File: config.mk
export PLATFORM = sky130hd
export DESIGN_NAME = fetch_frontend
export DESIGN_NICKNAME = d
export VERILOG_FILES = /design/src/rtl/fe_pkg.sv /design/src/rtl/fe_redirect_line.sv /design/src/rtl/fe_fetch_phases.sv /design/src/rtl/fe_pipe_phase.sv /design/src/rtl/fetch_frontend.sv
export SDC_FILE = /design/constraint.sdc
export NUM_CORES = 1
export LEC_CHECK = 0
export ABC_AREA = 1
export BUFFER_PORTS_ARGS = -buffer_cell sky130_fd_sc_hd__buf_2
export CORE_UTILIZATION = 39
export DETAILED_ROUTE_END_ITERATION = 8
export SYNTH_ARGS = -nofsm -noshare
export SYNTH_HDL_FRONTEND = slang
export SYNTH_SLANG_ARGS = --single-unit
File: constraint.sdc
create_clock -name clk -period 17.9 [get_ports clk]
set_input_delay 3.58 -clock clk [delete_from_list [all_inputs] [get_ports clk]]
set_output_delay 3.58 -clock clk [all_outputs]
set_load 0.05 [all_outputs]
File: src/rtl/fe_pkg.sv
package fe_pkg;
  localparam int FE_ADDR_W     = 32;
  localparam int FE_INSN_W     = 32;
  localparam int FE_PKT_INSNS  = 8;
  localparam int FE_BR_DELAY   = 5;
  localparam int FE_DEC_PHASES = 2;
endpackage

File: src/rtl/fe_redirect_line.sv
// Carries pending branch targets for a fixed number of cycles, then fires.
module fe_redirect_line #(
  parameter int AW    = fe_pkg::FE_ADDR_W,
  parameter int DEPTH = fe_pkg::FE_BR_DELAY
) (
  input  logic          clk,
  input  logic          rst,
  input  logic          in_v,
  input  logic [AW-1:0] in_tgt,
  output logic          fire,
  output logic [AW-1:0] fire_tgt,
  output logic          busy
);
  logic [DEPTH-1:0] slot_v;
  logic [AW-1:0]    slot_t [DEPTH];

  always_ff @(posedge clk) begin
    if (rst) begin
      slot_v <= '0;
    end else begin
      for (int i = DEPTH-1; i > 0; i--) slot_v[i] <= slot_v[i-1];
      slot_v[0] <= in_v;
    end
    for (int i = DEPTH-1; i > 0; i--) slot_t[i] <= slot_t[i-1];
    slot_t[0] <= in_tgt;
  end

  assign fire     = slot_v[DEPTH-1];
  assign fire_tgt = slot_t[DEPTH-1];
  assign busy     = |slot_v;

  // a sampled redirect is pending in the next cycle
  assert_pending_R6: assert property (@(posedge clk) disable iff (rst)
    in_v |=> busy);
  // a firing slot was pending one cycle earlier
  assert_fire_origin_R5: assert property (@(posedge clk) disable iff (rst)
    fire |-> $past(busy));
endmodule

File: src/rtl/fe_fetch_phases.sv
// Generate, send, wait and read phases of packet fetch.
module fe_fetch_phases #(
  parameter int          AW   = fe_pkg::FE_ADDR_W,
  parameter int          PW   = fe_pkg::FE_INSN_W * fe_pkg::FE_PKT_INSNS,
  parameter logic [AW-1:0] RESET_ADDR = '0,
  localparam int         OFS  = $clog2(PW/8),
  localparam logic [AW-1:0] STEP = AW'(PW/8),
  localparam logic [AW-1:0] ALIGN = ~AW'((1 << OFS) - 1)
) (
  input  logic          clk,
  input  logic          rst,
  input  logic          fire,
  input  logic [AW-1:0] fire_tgt,
  output logic          mem_req_valid,
  output logic [AW-1:0] mem_req_addr,
  input  logic [PW-1:0] mem_rsp_data,
  input  logic          mem_rsp_ready,
  output logic          rd_v,
  output logic [AW-1:0] rd_addr,
  output logic [PW-1:0] rd_data
);
  logic [AW-1:0] gen_pc;
  logic          snd_v, wt_v;
  logic [AW-1:0] snd_addr, wt_addr;
  logic          hold;

  assign hold = wt_v & ~mem_rsp_ready;

  always_ff @(posedge clk) begin
    if (rst) begin
      gen_pc <= RESET_ADDR & ALIGN;
      snd_v  <= 1'b0;
      wt_v   <= 1'b0;
      rd_v   <= 1'b0;
    end else begin
      if (fire)       gen_pc <= fire_tgt & ALIGN;
      else if (!hold) gen_pc <= gen_pc + STEP;
      if (!hold) begin
        snd_v <= 1'b1;
        wt_v  <= snd_v;
      end
      rd_v <= wt_v & mem_rsp_ready;
    end
    if (!hold) begin
      snd_addr <= gen_pc;
      wt_addr  <= snd_addr;
    end
    if (wt_v && mem_rsp_ready) begin
      rd_addr <= wt_addr;
      rd_data <= mem_rsp_data;
    end
  end

  assign mem_req_valid = snd_v;
  assign mem_req_addr  = snd_addr;

  // requests are packet aligned
  assert_req_aligned_R2: assert property (@(posedge clk) disable iff (rst)
    mem_req_valid |-> (mem_req_addr[OFS-1:0] == '0));
  // a waiting request with memory not ready keeps the sent address
  assert_req_hold_R7: assert property (@(posedge clk) disable iff (rst)
    (mem_req_valid && wt_v && !mem_rsp_ready) |=> $stable(mem_req_addr));
  // the read phase empties when the wait phase stalls
  assert_read_drain_R7: assert property (@(posedge clk) disable iff (rst)
    (wt_v && !mem_rsp_ready) |=> !rd_v);
  // the generate phase takes the redirect target when it fires
  assert_redirect_load_R5: assert property (@(posedge clk) disable iff (rst)
    fire |=> (gen_pc == ($past(fire_tgt) & ALIGN)));
endmodule

File: src/rtl/fe_pipe_phase.sv
// One dispatch-side phase register.
module fe_pipe_phase #(
  parameter int AW = fe_pkg::FE_ADDR_W,
  parameter int PW = fe_pkg::FE_INSN_W * fe_pkg::FE_PKT_INSNS
) (
  input  logic          clk,
  input  logic          rst,
  input  logic          in_v,
  input  logic [AW-1:0] in_addr,
  input  logic [PW-1:0] in_data,
  output logic          out_v,
  output logic [AW-1:0] out_addr,
  output logic [PW-1:0] out_data
);
  always_ff @(posedge clk) begin
    if (rst) out_v <= 1'b0;
    else     out_v <= in_v;
    if (in_v) begin
      out_addr <= in_addr;
      out_data <= in_data;
    end
  end

  // phases never stall, a valid packet moves on every cycle
  assert_advance_R4: assert property (@(posedge clk) disable iff (rst)
    in_v |=> (out_v && out_addr == $past(in_addr)));
endmodule

File: src/rtl/fetch_frontend.sv
module fetch_frontend #(
  parameter int AW         = fe_pkg::FE_ADDR_W,
  parameter int IW         = fe_pkg::FE_INSN_W,
  parameter int NI         = fe_pkg::FE_PKT_INSNS,
  parameter int BR_DLY     = fe_pkg::FE_BR_DELAY,
  parameter int DEC_PHASES = fe_pkg::FE_DEC_PHASES,
  parameter logic [AW-1:0] RESET_ADDR = '0,
  localparam int PW  = IW * NI,
  localparam int OFS = $clog2(PW/8)
) (
  input  logic          clk,
  input  logic          rst,
  input  logic          redir_valid,
  input  logic [AW-1:0] redir_target,
  output logic          mem_req_valid,
  output logic [AW-1:0] mem_req_addr,
  input  logic [PW-1:0] mem_rsp_data,
  input  logic          mem_rsp_ready,
  output logic          pkt_valid,
  output logic [AW-1:0] pkt_addr,
  output logic [PW-1:0] pkt_data,
  output logic          irq_enable
);
  logic          fire, pend;
  logic [AW-1:0] fire_tgt;
  logic          ph_v    [DEC_PHASES+1];
  logic [AW-1:0] ph_addr [DEC_PHASES+1];
  logic [PW-1:0] ph_data [DEC_PHASES+1];

  fe_redirect_line #(.AW(AW), .DEPTH(BR_DLY)) i_redirect (
    .clk(clk), .rst(rst), .in_v(redir_valid), .in_tgt(redir_target),
    .fire(fire), .fire_tgt(fire_tgt), .busy(pend));

  fe_fetch_phases #(.AW(AW), .PW(PW), .RESET_ADDR(RESET_ADDR)) i_fetch (
    .clk(clk), .rst(rst), .fire(fire), .fire_tgt(fire_tgt),
    .mem_req_valid(mem_req_valid), .mem_req_addr(mem_req_addr),
    .mem_rsp_data(mem_rsp_data), .mem_rsp_ready(mem_rsp_ready),
    .rd_v(ph_v[0]), .rd_addr(ph_addr[0]), .rd_data(ph_data[0]));

  for (genvar g = 0; g < DEC_PHASES; g++) begin : g_dec
    fe_pipe_phase #(.AW(AW), .PW(PW)) i_phase (
      .clk(clk), .rst(rst),
      .in_v(ph_v[g]), .in_addr(ph_addr[g]), .in_data(ph_data[g]),
      .out_v(ph_v[g+1]), .out_addr(ph_addr[g+1]), .out_data(ph_data[g+1]));
  end

  assign pkt_valid  = ph_v[DEC_PHASES];
  assign pkt_addr   = ph_addr[DEC_PHASES];
  assign pkt_data   = ph_data[DEC_PHASES];
  assign irq_enable = ~pend;

  // interrupts blocked the cycle after a redirect is sampled
  assert_irq_block_R6: assert property (@(posedge clk) disable iff (rst)
    redir_valid |=> !irq_enable);
  // output packets are aligned
  assert_out_aligned_R2: assert property (@(posedge clk) disable iff (rst)
    pkt_valid |-> (pkt_addr[OFS-1:0] == '0));
endmodule

==> impl_metrics.csv <==
group,metric,value,unit
place,dp.cells,3035,
worst_setup_path,crit_path_start_kind,"primary input",
timing,clock.fmax,172.5,MHz
finish,stdcell_count,3237,
worst_setup_path,endpoint_kind,"flip-flop",
cts,cts_sinks,1075,
synth,synthTopCellsByArea,"edfxtp_1, dfxtp_1, nand2_1",
timing,finalHoldViolCount,0,
worst_setup_path,r2r-end,"i_fetch.rd_data[137]",
floorplan,fp.coreArea,0.08094,mm2
power,ir_drop,0.08438,mV
worst_hold_path,hold_end,"i_redirect.slot_t[0][140]",
place,portBuffers,599,
cts,cts_resized,0,
cts,cts_max_level,3,
place,place.gp.congestion,0.8720,
worst_setup_path,reg2regPathDepth,4,
cts,cts_inserted_buffers,103,
floorplan,fp.dieH,288.7,um
detailed_routing,drt_iter0_drc,884,
synth,syn_area_per_cell,23.33,um2
finish,area_growth,24.77,%
floorplan,initial_utilization,0.3961,
detailed_routing,first_pass_iters,5,
job,drv_cap,0,
worst_setup_path,cp_data_arrival_time,6.07,ns
detailed_routing,post-route-drc-count,0,
power,powerDensity,128.8,mW/mm2
floorplan,rows,104,
floorplan,ios,615,
worst_setup_path,crit_path_frequent_cell,"buf_4",
timing,skew,0.05223,ns
global_route,grt_use_total,0.1483,
synth,ys_ff_latch,1075,
timing,finalCriticalPeriod,5.795,ns
detailed_routing,ant_nets,0,
detailed_routing,wl,64360,um
power,p_total,5.151,mW
timing,rsz0062_at_grt,"no",
global_route,grt_pass1_wl,90830,um
synth,syn-cell-area,0.03206,mm2
synth,synth.distinct_cells,30,
global_route,first_global_vias,14384,
worst_setup_path,cp.required,18.17,ns
worst_hold_path,hold_path_startpoint,"i_redirect.slot_t[0][108]",
synth,syn-instance-count,1374,
global_route,antenna_found_initial,16,
floorplan,die_w,288.7,um
synth,synth_top_area_frac,0.8457,
synth,muxShareOfSynthArea,0,
detailed_routing,detail_route.vias_per_cell,4.487,
synth,synth-simple-area-share,0.02747,
floorplan,dieArea,0.08336,mm2
cts,clk_path_buf_depth,3,
worst_setup_path,crit_path_top_delay_cell,"buf_4",
finish,drive_above_1_share,0.3737,
cts,postCtsSetupRepairBufs,0,
timing,final.setup.tns,0,ns
synth,netlist.top_cell.by_area,"edfxtp_1",
detailed_routing,routedWlPerCell,19.88,um
synth,synthXorXnorAreaFrac,0.001093,
synth,yosysSeqAreaShare,0.9531,
timing,tightest_slew,1.073,ns
detailed_routing,route.vias.total,14525,
synth,synthAdderAreaFrac,0.0003902,
cts,cts-root-buf,"clkbuf_16",
cts,clk_pin_slew,0.06,ns
place,dpl.hpwl,42970,um
finish,nNetsFinal,2373,
status,status,"completed",
worst_hold_path,whs_path_depth,0,
worst_setup_path,r2r_start,"i_fetch.wt_v",
worst_setup_path,critical_path_class,"primary input to flip-flop",
global_route,grt_overflow,0,
global_route,grt_max_degree,78,
worst_setup_path,cp_max_fo,76,
worst_setup_path,critical_path.cell_chain,"buf_2 -> nand2_1 -> inv_8 -> buf_4 -> buf_4",
timing,setup_viol,0,
worst_setup_path,slowest_delay,0.88,ns
power,p_leak,14.47,nW
cts,clock_latency,0.68,ns
timing,min_period_over_period,0.3238,
worst_hold_path,min_path_type,"flip-flop to flip-flop",
cts,postCtsHoldBufs,0,
synth,yosysWarnings,0,
synth,synth_top_family_by_area,"simple AND/OR/NAND/NOR gates",
worst_setup_path,r2r_slack,14.81,ns
synth,synth_compound_area_frac,0.009405,
timing,drv_slew,0,
cts,cts_tree,"done",
timing,slew_headroom,0.2847,
-- synthesized netlist by cell type, drive strengths merged --
cell,n
a21oi,19
a22oi,17
a31oi,7
and2,2
buf,16
clkbuf,5
conb,1
dfxtp,172
edfxtp,903
ha,1
inv,39
nand2,92
nand3,33
nand3b,2
nand4,1
nor2,47
nor3,1
o211ai,1
o21ai,4
o21bai,1
or2,6
xnor2,3
xor2,1
-- worst max-delay path: cells and delay by family --
family | cells | cell delay, ns
buffers and inverters | 4 | 2.22
AND/OR/NAND/NOR | 1 | 0.14
-- placed cells by master (no fill, tap or decap), types with 14 or more instances in the layout --
cell type,instances
clkinv_1,22
a21oi_1,19
nand2_1,87
buf_2,599
edfxtp_1,903
nand3_1,33
buf_4,14
clkbuf_16,104
dfxtp_1,170
inv_1,34
clkinv_2,18
a22oi_1,17
nor2_1,31
-- layer usage --
| layer | track usage | part of all wire | up-vias |
|---|---|---|---|
| li1 | - | - | 6641 |
| met1 | 0.1727 | 0.37 | 7157 |
| met3 | 0.04581 | 0.091 | 129 |
| met4 | 0.05092 | 0.024 | 12 |
| met5 | 0 | 0.0010 | - |
| met2 | 0.2587 | 0.51 | 586 |
-- area by class of cell --
type | instances | area (um2)
clock inverters | 79 | 890.9
clock buffers | 116 | 2678
fillers | 6590 | 40930
diodes | 7 | 17.52
well taps | 1060 | 1326
inverters | 39 | 153.9
multi-input cells | 248 | 1267
flip-flops and latches | 1075 | 30570
repair buffers | 613 | 3103
-- registers in the layout (all words and copies together) (netlist names) --
register                flops
g_dec.i_phase.out_addr     54
g_dec.i_phase.out_data    512
g_dec.i_phase.out_v         2
i_fetch.gen_pc             27
i_fetch.mem_req_addr       27
i_fetch.mem_req_valid       1
i_fetch.rd_addr            27
i_fetch.rd_data           256
i_fetch.rd_v                1
i_fetch.wt_addr            27
i_fetch.wt_v                1
i_redirect.slot_t         135
i_redirect.slot_v           5
-- cells by family after synthesis --
family	count (synthesis)
XOR/XNOR	4
buffers and inverters	60
AO/OA/AOI/OAI	49
AND/OR/NAND/NOR	184
other	1
adder cells (fa/ha/maj)	1
flip-flops	1075
-- where the power goes --
| part | internal [mW] | total (mW) | switching, mW | leakage (nW) |
|---|---|---|---|---|
| Combinational | 0.0321 | 0.124 | 0.0915 | 2.94 |
| Sequential | 2.78 | 2.80 | 0.0212 | 9.80 |
| Clock | 1.28 | 2.23 | 0.943 | 1.73 |
| Total | 4.10 | 5.15 | 1.06 | 14.5 |
-- how the worst max path moves through the flow --
stage               cells past startpoint           from  slack, ns              endpoint
floorplan                               2  mem_rsp_ready       8.17   i_fetch.rd_addr[10]
global placement                        5  mem_rsp_ready      11.39  i_fetch.rd_data[119]
detailed placement                      5  mem_rsp_ready      11.29   i_fetch.rd_data[40]
CTS                                     5  mem_rsp_ready      12.03   i_fetch.rd_data[62]
global route                            5  mem_rsp_ready      11.90   i_fetch.rd_data[97]
finish                                  5  mem_rsp_ready      12.10  i_fetch.rd_data[137]
-- through the flow --
stage / setup slack (ns) / hold slack, ns / cell area, um2 / utilization
after floorplan: 8.170 / 0.3096 / 32100 / -
after global placement: 11.39 / 0.3115 / 36420 / 0.4499
after detailed placement: 11.29 / 0.3121 / 36420 / 0.4499
after CTS: 12.03 / 0.3058 / 39990 / 0.4940
after global routing: 11.90 / 0.3171 / 40000 / 0.4942
final: 12.10 / 0.3052 / 40000 / 0.4942
(Power assumes the default switching activity.)
